==> src/rtl/fd_pkg.sv <==
package fd_pkg;
  typedef enum logic {SIDE_UPPER = 1'b0, SIDE_LOWER = 1'b1} side_e;
  typedef enum logic {KIND_SHORT = 1'b0, KIND_OPEN = 1'b1} kind_e;
  localparam int unsigned EVT_PER_LEG = 4;
  function automatic int unsigned evt_slot(int unsigned leg, side_e side, kind_e kind);
    return leg * EVT_PER_LEG + 32'(side) * 2 + 32'(kind);
  endfunction
endpackage

==> src/rtl/fd_switch_chk.sv <==
module fd_switch_chk #(
  parameter int QW = 3,
  parameter int BW = 6
) (
  input  logic          clk,
  input  logic          rst_n,
  input  logic          clear,
  input  logic          gate_own,
  input  logic          gate_comp,
  input  logic          ioc,
  input  logic          vsat,
  input  logic          leg_en,
  input  logic [QW-1:0] cfg_qual,
  input  logic [BW-1:0] cfg_blank,
  output logic          short_flag,
  output logic          open_flag,
  output logic          short_new,
  output logic          open_new
);
  localparam logic [QW-1:0] QMAX = {QW{1'b1}};
  localparam logic [BW-1:0] BMAX = {BW{1'b1}};

  logic [QW-1:0] qual_cnt;
  logic [BW-1:0] blank_cnt;
  logic          short_cond, short_hit, armed, open_hit;

  assign short_cond = ioc & gate_comp;
  assign short_hit  = short_cond && (qual_cnt >= cfg_qual);
  assign armed      = gate_own & leg_en;
  assign open_hit   = armed && vsat && (blank_cnt >= cfg_blank);

  always_ff @(posedge clk) begin
    if (!rst_n)             qual_cnt <= '0;
    else if (!short_cond)   qual_cnt <= '0;
    else if (qual_cnt != QMAX) qual_cnt <= qual_cnt + 1'b1;
  end

  always_ff @(posedge clk) begin
    if (!rst_n)              blank_cnt <= '0;
    else if (!armed)         blank_cnt <= '0;
    else if (blank_cnt != BMAX) blank_cnt <= blank_cnt + 1'b1;
  end

  always_ff @(posedge clk) begin
    if (!rst_n || clear) begin
      short_flag <= 1'b0;
      open_flag  <= 1'b0;
    end else begin
      if (short_hit) short_flag <= 1'b1;
      if (open_hit)  open_flag  <= 1'b1;
    end
  end

  assign short_new = short_hit & ~short_flag & ~clear;
  assign open_new  = open_hit & ~open_flag & ~clear;

  AST_SHORT_NEEDS_PARTNER: assert property (@(posedge clk) disable iff (!rst_n)
    $rose(short_flag) |-> $past(ioc && gate_comp));
  AST_OWN_GATE_NO_SHORT: assert property (@(posedge clk) disable iff (!rst_n)
    (!gate_comp && !short_flag) |=> !short_flag);
  AST_OPEN_NEEDS_ENABLE: assert property (@(posedge clk) disable iff (!rst_n)
    $rose(open_flag) |-> $past(leg_en && gate_own && vsat));
  AST_OPEN_BLANKED: assert property (@(posedge clk) disable iff (!rst_n)
    ($rose(gate_own) && cfg_blank != '0) |=> !$rose(open_flag));
  AST_FLAG_LATCHED: assert property (@(posedge clk) disable iff (!rst_n)
    ((short_flag || open_flag) && !clear) |=>
      (short_flag >= $past(short_flag)) && (open_flag >= $past(open_flag)));
endmodule

==> src/rtl/fd_leg.sv <==
module fd_leg #(
  parameter int QW = 3,
  parameter int BW = 6
) (
  input  logic          clk,
  input  logic          rst_n,
  input  logic          clear,
  input  logic [QW-1:0] cfg_qual,
  input  logic [BW-1:0] cfg_blank,
  input  logic          leg_en,
  input  logic          gate_hi,
  input  logic          gate_lo,
  input  logic [1:0]    ioc,
  input  logic [1:0]    vsat,
  output logic [1:0]    short_flag,
  output logic [1:0]    open_flag,
  output logic [1:0]    short_new,
  output logic [1:0]    open_new
);
  logic [1:0] gates;
  assign gates = {gate_lo, gate_hi};

  for (genvar s = 0; s < 2; s++) begin : g_side
    fd_switch_chk #(.QW(QW), .BW(BW)) u_sw (
      .clk(clk), .rst_n(rst_n), .clear(clear),
      .gate_own(gates[s]), .gate_comp(gates[1-s]),
      .ioc(ioc[s]), .vsat(vsat[s]), .leg_en(leg_en),
      .cfg_qual(cfg_qual), .cfg_blank(cfg_blank),
      .short_flag(short_flag[s]), .open_flag(open_flag[s]),
      .short_new(short_new[s]), .open_new(open_new[s])
    );
  end
endmodule

==> src/rtl/fd_report.sv <==
module fd_report #(
  parameter int NLEG = 7,
  parameter int LW   = 3,
  localparam int NEVT = NLEG * fd_pkg::EVT_PER_LEG
) (
  input  logic            clk,
  input  logic            rst_n,
  input  logic            clear,
  input  logic [NEVT-1:0] evt,
  output logic            fault_valid,
  output logic [LW-1:0]   fault_leg,
  output logic            fault_lower,
  output logic            fault_open
);
  logic          any_evt;
  logic [LW-1:0] pick_leg;
  logic          pick_lower, pick_open;

  always_comb begin
    any_evt    = 1'b0;
    pick_leg   = '0;
    pick_lower = 1'b0;
    pick_open  = 1'b0;
    for (int k = NEVT - 1; k >= 0; k--) begin
      if (evt[k]) begin
        any_evt    = 1'b1;
        pick_leg   = LW'(k / fd_pkg::EVT_PER_LEG);
        pick_lower = ((k % fd_pkg::EVT_PER_LEG) / 2) != 0;
        pick_open  = (k % 2) != 0;
      end
    end
  end

  always_ff @(posedge clk) begin
    if (!rst_n || clear) begin
      fault_valid <= 1'b0;
      fault_leg   <= '0;
      fault_lower <= 1'b0;
      fault_open  <= 1'b0;
    end else if (!fault_valid && any_evt) begin
      fault_valid <= 1'b1;
      fault_leg   <= pick_leg;
      fault_lower <= pick_lower;
      fault_open  <= pick_open;
    end
  end

  AST_REPORT_HELD: assert property (@(posedge clk) disable iff (!rst_n)
    (fault_valid && !clear) |=> fault_valid && $stable(fault_leg) &&
      $stable(fault_lower) && $stable(fault_open));
  AST_REPORT_FROM_EVENT: assert property (@(posedge clk) disable iff (!rst_n)
    $rose(fault_valid) |-> $past(|evt));
endmodule

==> src/rtl/fd_power_fault_top.sv <==
module fd_power_fault_top #(
  parameter int NLEG = 7,
  parameter int QW   = 3,
  parameter int BW   = 6,
  localparam int LW  = (NLEG > 1) ? $clog2(NLEG) : 1
) (
  input  logic            clk,
  input  logic            rst_n,
  input  logic            clear,
  input  logic [QW-1:0]   cfg_qual,
  input  logic [BW-1:0]   cfg_blank,
  input  logic [NLEG-1:0] leg_en,
  input  logic [NLEG-1:0] gate_hi,
  input  logic [NLEG-1:0] gate_lo,
  input  logic [NLEG-1:0] ioc_hi,
  input  logic [NLEG-1:0] ioc_lo,
  input  logic [NLEG-1:0] vsat_hi,
  input  logic [NLEG-1:0] vsat_lo,
  output logic [NLEG-1:0] short_hi,
  output logic [NLEG-1:0] short_lo,
  output logic [NLEG-1:0] open_hi,
  output logic [NLEG-1:0] open_lo,
  output logic            fault_valid,
  output logic [LW-1:0]   fault_leg,
  output logic            fault_lower,
  output logic            fault_open
);
  import fd_pkg::*;
  localparam int NEVT = NLEG * EVT_PER_LEG;

  logic [NEVT-1:0] evt;

  for (genvar i = 0; i < NLEG; i++) begin : g_leg
    logic [1:0] sf, of, sn, on;
    fd_leg #(.QW(QW), .BW(BW)) u_leg (
      .clk(clk), .rst_n(rst_n), .clear(clear),
      .cfg_qual(cfg_qual), .cfg_blank(cfg_blank), .leg_en(leg_en[i]),
      .gate_hi(gate_hi[i]), .gate_lo(gate_lo[i]),
      .ioc({ioc_lo[i], ioc_hi[i]}), .vsat({vsat_lo[i], vsat_hi[i]}),
      .short_flag(sf), .open_flag(of), .short_new(sn), .open_new(on)
    );
    assign short_hi[i] = sf[0];
    assign short_lo[i] = sf[1];
    assign open_hi[i]  = of[0];
    assign open_lo[i]  = of[1];
    assign evt[evt_slot(i, SIDE_UPPER, KIND_SHORT)] = sn[0];
    assign evt[evt_slot(i, SIDE_UPPER, KIND_OPEN)]  = on[0];
    assign evt[evt_slot(i, SIDE_LOWER, KIND_SHORT)] = sn[1];
    assign evt[evt_slot(i, SIDE_LOWER, KIND_OPEN)]  = on[1];
  end

  fd_report #(.NLEG(NLEG), .LW(LW)) u_report (
    .clk(clk), .rst_n(rst_n), .clear(clear), .evt(evt),
    .fault_valid(fault_valid), .fault_leg(fault_leg),
    .fault_lower(fault_lower), .fault_open(fault_open)
  );

  AST_VALID_TRACKS_FLAGS: assert property (@(posedge clk) disable iff (!rst_n)
    fault_valid == |{short_hi, short_lo, open_hi, open_lo});
  AST_CLEAR_DROPS_ALL: assert property (@(posedge clk) disable iff (!rst_n)
    clear |=> !fault_valid && ({short_hi, short_lo, open_hi, open_lo} == '0));
endmodule

==> config.mk <==
export PLATFORM = sky130hd
export DESIGN_NAME = fd_power_fault_top
export DESIGN_NICKNAME = d
export VERILOG_FILES = /design/src/rtl/fd_pkg.sv /design/src/rtl/fd_switch_chk.sv /design/src/rtl/fd_leg.sv /design/src/rtl/fd_report.sv /design/src/rtl/fd_power_fault_top.sv
export SDC_FILE = /design/constraint.sdc
export NUM_CORES = 1
export LEC_CHECK = 0
export BUFFER_PORTS_ARGS = -buffer_cell sky130_fd_sc_hd__clkbuf_2
export CAP_MARGIN = 20
export CORE_ASPECT_RATIO = 1.1
export CORE_MARGIN = 10
export CORE_UTILIZATION = 45
export DETAILED_ROUTE_END_ITERATION = 12
export GPL_ROUTABILITY_DRIVEN = 0
export SYNTH_ARGS = -nofsm -noshare
export SYNTH_HDL_FRONTEND = slang
export SYNTH_SLANG_ARGS = --single-unit
==> constraint.sdc <==
create_clock -name clk -period 3.2 [get_ports clk]
set_input_delay 0 -clock clk [delete_from_list [all_inputs] [get_ports clk]]
set_output_delay 0 -clock clk [all_outputs]
set_load 0.05 [all_outputs]
# --- Word level (Yosys, flattened, before mapping) ---
# Index checks and enable logic that the tools add are counted.
totals:
  reg_bits: 160
  in_bits: 61
  out_inout_bits: 34
  word_cells: 440
op_classes:
  n_addsub: 28
  order_cmp: 28
  n_eq_ne: 28
  muxes: 109
  bitwise: 113
  n_reduce_logical: 74
ops:
  columns: ["cell", "n"]
  rows:
  - ["$add 6x1->6 const B", 14]
  - ["$and 1x1->1", 84]
  - ["$ge 6x6->1", 14]
  - ["$mux 3", 28]
  - ["$ne 6x6->1 const B", 14]
  - ["$mux 1", 81]
  - ["$reduce_and 2->1", 28]
  - ["$logic_and 1x1->1", 43]
  - ["$add 3x1->3 const B", 14]
  - ["$ge 3x3->1", 14]
  - ["$ne 3x3->1 const B", 14]
  - ["$not 1->1", 29]
  - ["$logic_not 1->1", 2]
  - ["$logic_or 1x1->1", 1]

# --- Depth between registers and ports, before layout ---
depth:
  word_depth: 34
  ltp_mapped: 11
  depth_no_buf: 10

# --- By module ---
# A second synthesis with hierarchy kept.
unflattened:
  cells_unflattened: 1255
  hier_area_um2: 10617.7
modules_own_cells:
  columns: ["mod", "instances", "cells_per_inst", "area_each_um2", "seq_area_each_um2"]
  rows:
  - ["fd_switch_chk", 14, 84, 718.2, 220.2]
  - ["fd_report", 1, 79, 563.0, 120.1]

# --- Least setup slack after synthesis ---
# No wires, ideal clock.
synth_timing:
  kind: "flip-flop to flip-flop"
  start: "register g_leg[2].u_leg.g_side[0].u_sw.blank_cnt[0]"
  end: "register u_report.fault_leg[0]"
  setup_ns: 0.127
  t_arrival_ns: 2.228
  required_ns: 3.073
  slack_ns: 0.845
  stages_incl_launch_ff: 11
  n_path_buf: 0
  synth_period_minus_slack_ns: 2.355
  cell_sequence: "dfxtp_1 -> inv_1 -> ha_1 -> nand2b_4 -> a2111oi_4 -> o31a_1 -> nand2_2 -> o41ai_2 -> and2_4 -> a21oi_2 -> mux2i_1"
synth_via:
  elab_chain_cells: 15
  word_cells_on_any_way: 25
  classes_between: "order compare (1); mux (20); bitwise (2); reduce/logical (2)"
synth_rtl:
  columns: ["element", "line", "rtl"]
  rows:
  - ["start: declaration", "fd_switch_chk.sv:24", "logic [BW-1:0] blank_cnt;"]
  - ["start signal: assignment", "fd_switch_chk.sv:41", "else if (blank_cnt != BMAX) blank_cnt <= blank_cnt + 1'b1;"]
  - ["$ge 6x6->1 (*)", "fd_switch_chk.sv:30", "assign open_hit = armed && vsat && (blank_cnt >= cfg_blank);"]
  - ["$logic_and 1x1->1 (*)", "fd_switch_chk.sv:30", null]
  - ["$and 1x1->1 (*) (2 in a row)", "fd_switch_chk.sv:55", "assign open_new = open_hit & ~open_flag & ~clear;"]
  - ["$mux 1 (10 in a row)", "fd_report.sv:25", "if (evt[k]) begin"]
  - ["$logic_and 1x1->1", "fd_report.sv:40", "end else if (!fault_valid && any_evt) begin"]
  - ["end signal: assignment", "fd_report.sv:42", "fault_leg <= pick_leg;"]
  - ["end: declaration", "fd_report.sv:11", "output logic [LW-1:0] fault_leg,"]
# Every way passes the cells marked *; elsewhere a longest branch is shown, timed or not.
# A chain may end at the register's enable or synchronous reset.

# --- Final worst setup path ---
layout_timing:
  start: "register g_leg[0].u_leg.g_side[0].u_sw.blank_cnt[2]"
  end: "register u_report.fault_open"
layout_via:
  elab_chain_cells: 7
  word_cells_on_any_way: 9
  classes_between: "order compare (1); mux (4); bitwise (2); reduce/logical (2)"
layout_rtl:
  columns: ["element", "line", "rtl"]
  rows:
  - ["start: declaration", "fd_switch_chk.sv:24", null]
  - ["start signal: assignment", "fd_switch_chk.sv:41", null]
  - ["$ge 6x6->1 (*)", "fd_switch_chk.sv:30", null]
  - ["$logic_and 1x1->1 (*)", "fd_switch_chk.sv:30", null]
  - ["$and 1x1->1 (*) (2 in a row)", "fd_switch_chk.sv:55", null]
  - ["$mux 1 (2 in a row)", "fd_report.sv:25", null]
  - ["$logic_and 1x1->1", "fd_report.sv:40", null]
  - ["end signal: assignment", "fd_report.sv:44", "fault_open <= pick_open;"]
  - ["end: declaration", "fd_report.sv:13", "output logic fault_open"]
# Marks and branches as above.

==> results.ini <==
[final_layout]
insertedDiodeCount=0
instances_no_fill=1641
drive_gt1_share_pct=12.5
nets=1557
areaGrowthSynthToFinish_pct=16.3
final_cell_mix=ha_1, nor2_1, dfxtp_1, a21oi_1, clkbuf_2
fill_cells=2216
final_common_cell=ha_1

[clock_tree]
root_buffer=clkbuf_16
cts_buffer_depth=2
cts.sinks=160
cts_made_buffers=17
htreeDepth=4
postCtsSetupBuffers=0
clk_pin_slew_ps=70
clk_latency_ps=430
cts_tree=done

[synthesis]
synth_mux_area_share_pct=4.06
syn_inst=1202
synth_xor_area_share_pct=3.98
synth_ff_type=dfxtp_1
synthesis.nets=1431
synth-edff-count=0
synth_compound_area_share_pct=15.5
seq_area_frac_synth_pct=31.0
yosysUniqueCellTypes=72
synthesis.area_sq_um=10300
yosys_warnings=0
async_flop_share_pct=0
synth-simple-area-share_pct=20.1
avgSynthCellArea_sq_um=8.61
synth_top_family_by_area=adder cells
ys_ff_latch=160
synth_fa_ha_area_share_pct=20.3

[place]
numPortBuffers=94
dp_cells=1563
hpwl_mm=21.0

[critical_path]
path_buf_inv=0
cp-start-kind=flop
cp_slowest_cell=dfxtp_1
crit_top_cell=a21oi_1
critPathMaxStageDelay_ps=450
crit_fanout=7
required_ps=3510
crit_family=compound AO/OA/AOI/OAI gates
worst_setup_path_end_kind=flop
crit_chain=ha_1, a21oi_1, o21ai_0, a21oi_1, a41oi_1, nor4b_1, and2_4, a31oi_1, a21boi_1
crit_type=flop to flop
arrival_ps=2920

[global_route]
grt_pass1_wl_mm=44.2
grt_max_degree=18
first_global_vias=8593
antenna_found_initial=0
grt.total_usage_pct=18.7
grt_overflow=0

[drt]
via_per_inst=5.46
num_vias=8964
wl_mm=27.2
route.detailed.drc=0
drtIter0Drc=387
postRouteAntennaNets=0
wl_per_cell_microns=16.6
firstDrtPassIters=5

[floorplanning]
num_rows=58
die_area_sq_um=29500
die-width_microns=165
core_sq_um=22800
start_util_pct=45.4
die_h_microns=179
top_level_ports=95

[timing]
hold_viol_final=0
max_slew_margin_pct=49.5
rsz0062_at_grt=no
setup_violations=0
fmax_mhz=383
fin_tns_setup_ps=0
final.setup_skew_ps=11.5
fin_crit_sh_pct=81.7
slew_violations=0
whs_ps=33.6
layout_min_cycle_time_ps=2610
worst_pin_slew_ps=756

[power_and_ir_drop]
power.internal_mw=3.38
pwr_density_cell_nw_per_um2=378
switching_power_mw=1.17
p_leak_nw=5.19
comb_power_share_pct=11.3
pwr-share-seq_pct=45.0
switching_share_pct=25.7
irDropWorstVdd_v=0.000322
power_frac_clock_pct=43.7

[status]
status=finished clean

[min_path]
hold_class=input port to flop

[run]
max-cap-violations=0

-- through the flow --
stage	total power [mW]	util, %	area [sq um]	worst slack (ps)
detailed placement	2.57	48.3	11000	542
CTS	4.60	52.8	12000	592
global route	4.74	52.8	12000	355
floorplan	2.39	-	10300	845
finish	4.55	52.8	12000	586
global placement	2.56	48.3	11000	570
-- path summary, 6_finish.rpt --
kind | start | end | slack [ps] | cells after the start
max | g_leg[0].u_leg.g_side[0].u_sw.blank_cnt[2] | u_report.fault_open | 590 | 9
min | gate_hi[3] | g_leg[3].u_leg.g_side[0].u_sw.blank_cnt[1] | 30 | 3
max reg2reg | g_leg[0].u_leg.g_side[0].u_sw.blank_cnt[2] | u_report.fault_open | 590 | 9
min reg2reg | g_leg[5].u_leg.g_side[1].u_sw.open_flag | g_leg[5].u_leg.g_side[1].u_sw.open_flag | 480 | 2
-- flip-flops by register name (all words and copies together), names as in the netlist --
name and cells:
g_leg.u_leg.g_side.u_sw.blank_cnt 84, g_leg.u_leg.g_side.u_sw.open_flag 14, g_leg.u_leg.g_side.u_sw.qual_cnt 42, g_leg.u_leg.g_side.u_sw.short_flag 14, u_report.fault_leg 3, u_report.fault_lower 1
u_report.fault_open 1, u_report.fault_valid 1
-- cell families after synthesis --
family                     Yosys count
xor gates and xnor gates            47
DFF                                160
adders and majority gates          168
muxes                               42
AOI/OAI and AO/OA                  251
buffers and inverters              105
and+or+nand+nor                    429
-- Yosys cell counts, types with 22 or more instances --
library cell	number	share of area, %
a21oi_1	95	4.6
a31oi_1	39	2.4
buf_4	28	2.0
dfxtp_1	160	31
ha_1	168	20
inv_1	57	2.1
mux2i_1	42	4.1
nand2_1	55	2.0
nand3_1	77	3.7
nor2_1	161	5.8
nor3_1	24	1.2
o21ai_0	22	1.1
xnor2_1	28	2.4
-- what timing repair did --
item | 4_1_cts | 5_1_grt
hold buffers | 46 | 0
setup endpoints to repair | 0 | 0
resized for setup | 0 | 0
endpoints found under the hold margin | 89 | 0
-- layout make-up --
class	count	area, sq um	share of cell area [%]
clock buffer	23	488	4.05
clock inverter	9	82.6	0.686
inverter	58	231	1.92
multi-input combinational	937	6620	55.0
sequential	160	3200	26.6
tap	300	375	3.12
timing repair buffer	154	1040	8.61
-- power groups by stage --
stage / Sequential (mW) / Combinational (mW) / Clock, mW
2_1_floorplan: 2.10 / 0.286 / 0
3_3_place_gp: 2.09 / 0.463 / 0
3_5_place_dp: 2.09 / 0.473 / 0
4_1_cts: 2.05 / 0.514 / 2.03
5_1_grt: 2.05 / 0.579 / 2.11
6_report: 2.05 / 0.513 / 1.99
-- metal layers --
metal | global-route usage (%) | vias to the layer above | share of wire [%]
li1 | - | 4569 | -
met1 | 24.4 | 4192 | 47
met2 | 30.2 | 167 | 47
met3 | 3.72 | 36 | 4.0
met4 | 6.06 | 0 | 2.3
met5 | 0 | - | 0
-- worst reg2reg max path, cell delays in order, from the launching register on --
cell	delay [ps]
dfxtp_1	450
ha_1	290
a21oi_1	140
o21ai_0	130
a21oi_1	340
a41oi_1	210
nor4b_1	450
and2_4	260
a31oi_1	90
a21boi_1	140
Power figures use the tool's default switching activity.
